$ cat config.mk
export PLATFORM = sky130hd
export DESIGN_NAME = ivl_timer
export DESIGN_NICKNAME = d
export VERILOG_FILES = /design/src/rtl/ivl_timer_pkg.sv /design/src/rtl/ivl_tick_gen.sv /design/src/rtl/ivl_down_counter.sv /design/src/rtl/ivl_ctrl_regs.sv /design/src/rtl/ivl_timer.sv
export SDC_FILE = /design/constraint.sdc
export NUM_CORES = 1
export LEC_CHECK = 0
export CAP_MARGIN = 10
export CORE_UTILIZATION = 45
export DETAILED_ROUTE_END_ITERATION = 8
export PLACE_DENSITY = 0.77
export SKIP_CTS_REPAIR_TIMING = 1
export SYNTH_ARGS = -nofsm -noshare
export SYNTH_HDL_FRONTEND = slang
export SYNTH_SLANG_ARGS = --single-unit
$ cat constraint.sdc
create_clock -name clk -period 1.9 [get_ports clk]
set_input_delay 0.475 -clock clk [delete_from_list [all_inputs] [get_ports clk]]
set_output_delay 0.475 -clock clk [all_outputs]
set_load 0.03 [all_outputs]
$ cat src/rtl/ivl_timer_pkg.sv
package ivl_timer_pkg;

    localparam int BUS_W = 32;
    localparam int PRE_W = 8;

    localparam logic [1:0] ADDR_CTRL  = 2'd0;
    localparam logic [1:0] ADDR_PRE   = 2'd1;
    localparam logic [1:0] ADDR_COUNT = 2'd2;

    // Control word: flag at bit 4 down to run at bit 0.
    typedef struct packed {
        logic flag;
        logic wake_en;
        logic irq_en;
        logic slow_src;
        logic run;
    } ctrl_t;

    localparam int CTRL_W    = $bits(ctrl_t);
    localparam int FLAG_BIT  = CTRL_W - 1;

    function automatic logic [BUS_W-1:0] ctrl_word(input ctrl_t c);
        return BUS_W'(c);
    endfunction

endpackage

$ cat src/rtl/ivl_tick_gen.sv
module ivl_tick_gen
    import ivl_timer_pkg::*;
(
    input  logic             clk,
    input  logic             rst,
    input  logic             run,
    input  logic             slow_src,
    input  logic             slow_tick,
    input  logic [PRE_W-1:0] pre,
    output logic             tick
);
    logic [PRE_W-1:0] div_q;
    logic             src_ok;
    logic             hit;

    assign src_ok = slow_src ? slow_tick : 1'b1;
    assign hit    = (div_q == pre);
    assign tick   = run && src_ok && hit;

    always_ff @(posedge clk) begin
        if (rst || !run) begin
            div_q <= '0;
        end else if (src_ok) begin
            div_q <= hit ? '0 : div_q + 1'b1;
        end
    end
endmodule

$ cat src/rtl/ivl_down_counter.sv
module ivl_down_counter #(
    parameter int CNT_W = 16
) (
    input  logic             clk,
    input  logic             rst,
    input  logic             tick,
    input  logic             load,
    input  logic [CNT_W-1:0] load_val,
    output logic [CNT_W-1:0] cnt,
    output logic             expire
);
    logic [CNT_W-1:0] cnt_q;
    logic [CNT_W-1:0] reload_q;

    assign expire = tick && (cnt_q == '0);
    assign cnt    = cnt_q;

    always_ff @(posedge clk) begin
        if (rst) begin
            cnt_q    <= '0;
            reload_q <= '0;
        end else if (load) begin
            cnt_q    <= load_val;
            reload_q <= load_val;
        end else if (expire) begin
            cnt_q    <= reload_q;
        end else if (tick) begin
            cnt_q    <= cnt_q - 1'b1;
        end
    end
endmodule

$ cat src/rtl/ivl_ctrl_regs.sv
module ivl_ctrl_regs
    import ivl_timer_pkg::*;
(
    input  logic             clk,
    input  logic             rst,
    input  logic             wr_ctrl,
    input  logic             wr_pre,
    input  logic [PRE_W-1:0] wdata,
    input  logic             expire,
    output ctrl_t            ctrl,
    output logic [PRE_W-1:0] pre
);
    ctrl_t            ctrl_q;
    logic [PRE_W-1:0] pre_q;
    logic             clr_req;

    assign clr_req = wr_ctrl && wdata[FLAG_BIT];

    always_ff @(posedge clk) begin
        if (rst) begin
            ctrl_q <= '0;
            pre_q  <= '0;
        end else begin
            if (wr_ctrl) begin
                ctrl_q.run      <= wdata[0];
                ctrl_q.slow_src <= wdata[1];
                ctrl_q.irq_en   <= wdata[2];
                ctrl_q.wake_en  <= wdata[3];
            end
            // An expiry outranks a same-cycle clear.
            if (expire) begin
                ctrl_q.flag <= 1'b1;
            end else if (clr_req) begin
                ctrl_q.flag <= 1'b0;
            end
            if (wr_pre) begin
                pre_q <= wdata;
            end
        end
    end

    assign ctrl = ctrl_q;
    assign pre  = pre_q;
endmodule

$ cat src/rtl/ivl_timer.sv
module ivl_timer
    import ivl_timer_pkg::*;
#(
    parameter int CNT_W = 16
) (
    input  logic             clk,
    input  logic             rst,
    input  logic             slow_tick,
    input  logic             bus_wr,
    input  logic [1:0]       bus_addr,
    input  logic [BUS_W-1:0] bus_wdata,
    output logic [BUS_W-1:0] bus_rdata,
    output logic             irq,
    output logic             wake
);
    ctrl_t            ctrl;
    logic [PRE_W-1:0] pre;
    logic [CNT_W-1:0] cnt;
    logic             tick;
    logic             expire;
    logic             run_w;
    logic             flag_w;
    logic             wr_ctrl;
    logic             wr_pre;
    logic             load;

    assign wr_ctrl = bus_wr && (bus_addr == ADDR_CTRL);
    assign wr_pre  = bus_wr && (bus_addr == ADDR_PRE);
    assign load    = bus_wr && (bus_addr == ADDR_COUNT) && !ctrl.run;
    assign run_w   = ctrl.run;
    assign flag_w  = ctrl.flag;

    generate
        if (CNT_W < BUS_W) begin : g_unused_hi
            logic unused_wdata_hi;
            assign unused_wdata_hi = ^bus_wdata[BUS_W-1:CNT_W];
        end
    endgenerate

    ivl_ctrl_regs u_regs (
        .clk     (clk),
        .rst     (rst),
        .wr_ctrl (wr_ctrl),
        .wr_pre  (wr_pre),
        .wdata   (bus_wdata[PRE_W-1:0]),
        .expire  (expire),
        .ctrl    (ctrl),
        .pre     (pre)
    );

    ivl_tick_gen u_tick (
        .clk       (clk),
        .rst       (rst),
        .run       (ctrl.run),
        .slow_src  (ctrl.slow_src),
        .slow_tick (slow_tick),
        .pre       (pre),
        .tick      (tick)
    );

    ivl_down_counter #(.CNT_W(CNT_W)) u_cnt (
        .clk      (clk),
        .rst      (rst),
        .tick     (tick),
        .load     (load),
        .load_val (bus_wdata[CNT_W-1:0]),
        .cnt      (cnt),
        .expire   (expire)
    );

    always_comb begin
        case (bus_addr)
            ADDR_CTRL:  bus_rdata = ctrl_word(ctrl);
            ADDR_PRE:   bus_rdata = BUS_W'(pre);
            ADDR_COUNT: bus_rdata = BUS_W'(cnt);
            default:    bus_rdata = '0;
        endcase
    end

    assign irq  = ctrl.flag && ctrl.irq_en;
    assign wake = ctrl.flag && ctrl.wake_en;
endmodule

* Word level (Yosys, flattened, before mapping)
Index checks and enable logic that the tools add are counted.
Storage, ports and cells: register bits 53, output and inout bits 34, logic and storage cells 38
Operators by class: add/subtract/negate cells 2, eq/ne operators 3, multiplexer cells 8, reductions and logical operators 16
Operators with widths (count):
- 16-bit two-way mux | 3
- 16-bit case mux with 3 select lines | 1
- 16-bit logical NOT | 1
- 16-bit by 1-bit subtractor with 16-bit output (second input constant) | 1
- 1-bit logical AND | 10
- 8-bit by 1-bit adder with 8-bit output (second input constant) | 1
- 8-bit equality test | 1
- 8-bit two-way mux | 1
- 1-bit two-way mux | 3
- 3-bit nonzero test | 1
- 2-bit by 1-bit equality test with 1-bit output (second input constant) | 1
- 2-bit equality test (second input constant) | 1
- 2-bit logical NOT | 1
- 2-bit nonzero test | 1
- 1-bit logical NOT | 1
- 1-bit logical OR | 1

* Logic depth before layout (Yosys ltp)
Gate-level depths: netlist (run 1).
depth in word-level cells 6, gate-level depth with buffers 9, gate-level depth less buffers 7

* Cells and area by module
From an unflattened synthesis (run 1), not the netlist that was laid out.
Unflattened totals: cells, all modules 333, area total of the unflattened synthesis 3025.4 um2
Modules (own cells, without submodules):
- ivl_down_counter | times used 1, cells each 188, area an instance 1702.9 um2, seq. area each 640.6 um2
- ivl_ctrl_regs | times used 1, cells each 43, area an instance 475.5 um2, seq. area each 260.2 um2
- ivl_tick_gen | times used 1, cells each 53, area an instance 460.4 um2, seq. area each 160.2 um2
- ivl_timer | times used 1, cells each 49, area an instance 386.6 um2, seq. area each 0.0 um2

* Worst setup path after synthesis (run 1)
No wires, ideal clock.
path type input -> output, start in bus_addr[0], end out bus_rdata[0], arrival time 1.734 ns, required time 1.425 ns, setup slack -0.309 ns, stages on the path 6, buffers on the path 3, cells stage by stage clkbuf_1 -> nor2b_1 -> clkbuf_1 -> clkbuf_1 -> nand2_1 -> o21ai_0
Between the ends: longest elaborated chain between the ends 2, elaborated cells between the ends (all ways) 4
Ends and longest elaborated chain:
- start: declaration | RTL line ivl_timer.sv:10 | input logic [1:0] bus_addr,
- 2-bit equality test (tied with other cells) | RTL line ivl_timer.sv:72 | case (bus_addr)
- 16-bit case mux with 3 select lines * | RTL line ivl_timer.sv:72
- end: declaration | RTL line ivl_timer.sv:12 | output logic [BUS_W-1:0] bus_rdata,
Every way passes the cells marked *; elsewhere a longest branch is shown, timed or not.

* Worst setup path in the final report (run 1)
start reg u_cnt.cnt_q[0], in the netlist u_cnt.cnt[0], end reg u_cnt.cnt_q[4], in the netlist u_cnt.cnt[4]
Between the ends: longest elaborated chain between the ends 4, elaborated cells between the ends (all ways) 7
Ends and longest elaborated chain:
- start: declaration | RTL line ivl_down_counter.sv:12 | logic [CNT_W-1:0] cnt_q;
- start signal: assignment | RTL line ivl_down_counter.sv:23 | cnt_q <= load_val;
- start signal: assignment | RTL line ivl_down_counter.sv:26 | cnt_q <= reload_q;
- start signal: assignment | RTL line ivl_down_counter.sv:28 | cnt_q <= cnt_q - 1'b1;
- 16-bit by 1-bit subtractor with 16-bit output or 16-bit logical NOT (tied branches) | RTL line ivl_down_counter.sv:28, ivl_down_counter.sv:15
- 16-bit two-way mux or 1-bit logical AND (tied branches) | RTL line ivl_down_counter.sv:27, ivl_down_counter.sv:15
- 16-bit two-way mux | RTL line ivl_down_counter.sv:25 | end else if (expire) begin
- 16-bit two-way mux | RTL line ivl_down_counter.sv:22 | end else if (load) begin
Several ways; a longest one is shown, not always the timed one. The select of a mux whose other input is x is not followed. A chain may end at the register's enable or synchronous reset.

==> flow_summary.ini, run 1 <==
[floorplan]
rows = 29
ios = 72
fp.dieH_um = 83.33
initial_core_util_pct = 46.88
die_w_um = 83.33
dieArea_mm2 = 0.006944
core_mm2 = 0.006350

[min_path]
hold_class = reg2reg
hold_start = u_cnt.reload_q[15]

[placed_design]
dp_hpwl_mm = 5.859
dp_slack_ns = -0.3799
gp_congestion = 0.8328
portBuffers = 39
placed_area_mm2 = 0.003752
place_inst = 527

[critical_path]
worstPathMaxFanout = 7
worstReg2RegStart = u_cnt.cnt[0]
cp-start-kind = flop
max_stage_delay_ns = 0.35
required_ns = 2.11
crit_top_cell = buf_4
cp-startpoint = u_cnt.cnt[0]
crit_path_cell_trace = inv_2 -> ha_4 -> nor4b_4 -> buf_4 -> nand4_4 -> buf_6 -> buf_4 -> clkbuf_16 -> o21ai_0 -> a211oi_1
path_class = reg2reg
crit_path_top_delay_cell = dfxtp_2
arrival_ns = 2.20
end_kind = flop

[synth]
synthFlopType = dfxtp_1
synth_seq_area_share_pct = 35.65
netlist_instances = 380
netlist_area_mm2 = 0.002977
syn-mean-instance-area_um2 = 7.833
synth.distinct_cells = 49
async_reset_ff_share_pct = 0
ys_ff_latch = 53
synth_edf_count = 0
ys.warnings.count = 0

[sta]
period_share_pct = 104.9
min_period_ns = 1.992
finalSetupViolCount = 3
slew_viol_final = 0
clock.fmax_mhz = 501.9
setup_ws_ns = -0.09224
rsz0062_at_grt = true
setup-tns-final_ns = -0.1978
hold_viol_final = 0
clock_skew_ns = 0.01394

[finish]
fillCellCount = 476
final-instance-count-excl-fill = 544
drive_above_1_share_pct = 29.34
area_delta_synth_final_pct = 40.52
num-nets-final = 507
antennaDiodeCount = 0
final_cell_area_mm2 = 0.004183

[power_and_ir_drop]
p_sw_mw = 0.9848
p_seq_share_pct = 41.0
ir_worst_vdd_v = 0.0003797
p_int_mw = 1.941
power_mw = 2.926
leakagePower_nw = 1.732
combPwrFrac_pct = 36.6
power.density_mw_per_mm2 = 699.6
power_frac_clock_pct = 22.4
swShare_pct = 33.65

[flow_run]
maxCapViolations = 0

[grt]
overflow = 0
grt_pass1_wl_mm = 13.10
grtUsageTotal_pct = 22.88
grt_max_degree = 23
antenna_found_initial = 0
grt_pass1_vias = 2834

[status]
outcome = finished with violations
violations = setup timing

[clocking]
cts_sinks = 53
clock_latency_ns = 0.32
cts_buffers = 5
cts_max_level = 2
cts_tree = done
clock_path_buffers = 2
path_clk_slew_ns = 0.10
root_buffer = clkbuf_8

[route]
ant_nets = 0
wire_per_inst_um = 16.79
first_pass_iters = 4
via_per_inst = 5.807
via_count = 3159
drt_iter0_markers = 246
post-route-drc-count = 0
wl_mm = 9.133
-- flip-flops by register name, summed over array words and instances, names as in the netlist --
register and cells:
u_cnt.cnt 16, u_cnt.reload_q 16, u_regs.pre 8, u_tick.div_q 8
u_regs.ctrl 5
-- synth_stat cells, types with 7 or more instances --
| master | n | area, um^2 |
|---|---|---|
| dfxtp_1 | 53 | 1061 |
| nor2_1 | 25 | 93.84 |
| a221oi_1 | 7 | 61.31 |
| a21oi_1 | 25 | 125.1 |
| nand3_1 | 17 | 85.08 |
| xor2_1 | 10 | 87.58 |
| mux2i_1 | 12 | 120.1 |
| buf_4 | 16 | 120.1 |
| nand2_1 | 60 | 225.2 |
| a211oi_1 | 9 | 67.56 |
| and2_1 | 10 | 62.56 |
| nand4_1 | 8 | 50.05 |
| clkbuf_1 | 24 | 90.09 |
| inv_1 | 7 | 26.28 |
| o21ai_0 | 19 | 95.09 |
-- worst paths after layout --
check	endpoint	slack [ns]	cells past startpoint
setup / recovery	u_cnt.cnt[4]	-0.09	10
hold reg to reg	u_cnt.reload_q[15]	0.47	2
setup reg to reg	u_cnt.cnt[4]	-0.09	10
hold / removal	u_cnt.reload_q[15]	0.47	2
-- per-stage QoR --
stage | util, % | hold WS [ns]
floorplan | - | 0.4314
global placement | 59.09 | 0.4432
detailed placement | 59.09 | 0.4493
CTS | 60.39 | 0.4631
global route | 65.87 | 0.4854
finish | 65.87 | 0.4678
-- worst max-delay path: cells and delay by family (launching register included) --
kind                       cells  cell delay (ns)
AOI/OAI and AO/OA              2             0.35
adders and majority gates      1             0.13
buffers and inverters          5             0.73
DFF                            1             0.35
and+or+nand+nor                2             0.33
-- final cells by class --
type / instances / area [um^2] / share of cell area, %
Sequential cell: 53 / 1064 / 25.43
Clock inverter: 2 / 10.01 / 0.2393
Multi-Input combinational cell: 290 / 1913 / 45.74
Inverter: 7 / 26.28 / 0.6282
Tap cell: 77 / 96.34 / 2.303
Timing Repair Buffer: 109 / 1001 / 23.93
Clock buffer: 6 / 72.57 / 1.735
-- power by group through the flow --
stage                     clock network [mW]  logic, mW  registers (mW)
after global routing                   0.696       1.14            1.20
after CTS                              0.649      0.805            1.19
final                                  0.656       1.07            1.20
after global placement                     0      0.779            1.21
after floorplan                            0      0.516            1.21
after detailed placement                   0      0.803            1.21
-- cells in the final DEF, fill, tap and decap left out, types with 4 or more instances in the layout --
cell,count
nand4_1,8
a211oi_1,8
mux2i_2,4
inv_1,5
nand2_1,60
o21ai_2,7
buf_6,6
mux2i_1,7
nor2_1,25
dlymetal6s2s_1,4
clkbuf_8,5
xor2_1,10
o31ai_1,4
buf_12,4
clkdlybuf4s50_1,19
a31oi_1,5
nand3_1,17
a21oi_1,25
and2_1,10
buf_4,73
xnor2_1,5
dfxtp_1,51
o21ai_0,10
conb_1,16
a221oi_1,6
-- cell families (layout without fill, tap and decap cells) --
group / count (synthesis) / after routing / share of synthesized area (%)
other: 1 / 16 / 0.1260
adders and majority gates: 3 / 3 / 1.261
muxes: 12 / 12 / 4.035
AOI/OAI and AO/OA: 90 / 90 / 19.42
and+or+nand+nor: 154 / 154 / 26.10
DFF: 53 / 53 / 35.65
xor gates and xnor gates: 15 / 15 / 4.413
buffers and inverters: 52 / 124 / 8.996
-- per-layer routing --
layer	track usage [%]	vias to the layer above	wire [um]	share of wire (%)
li1	-	1486	-	-
met1	28.80	1513	3824	42
met2	39.57	141	4643	51
met3	3.579	19	528	5.8
met4	7.994	0	137	1.5
met5	0	-	0	0
Power figures use the tool's default switching activity.
==> run 2, diff against run 1 <==
--- a/config.mk
+++ b/config.mk
@@ -8,6 +8,7 @@
 export CAP_MARGIN = 10
 export CORE_UTILIZATION = 45
 export DETAILED_ROUTE_END_ITERATION = 8
+export HOLD_SLACK_MARGIN = 0.12
 export PLACE_DENSITY = 0.77
 export SKIP_CTS_REPAIR_TIMING = 1
 export SYNTH_ARGS = -nofsm -noshare
==> results of run 2 <==
The final DEF is identical to that of run 1; final timing and power are the same.
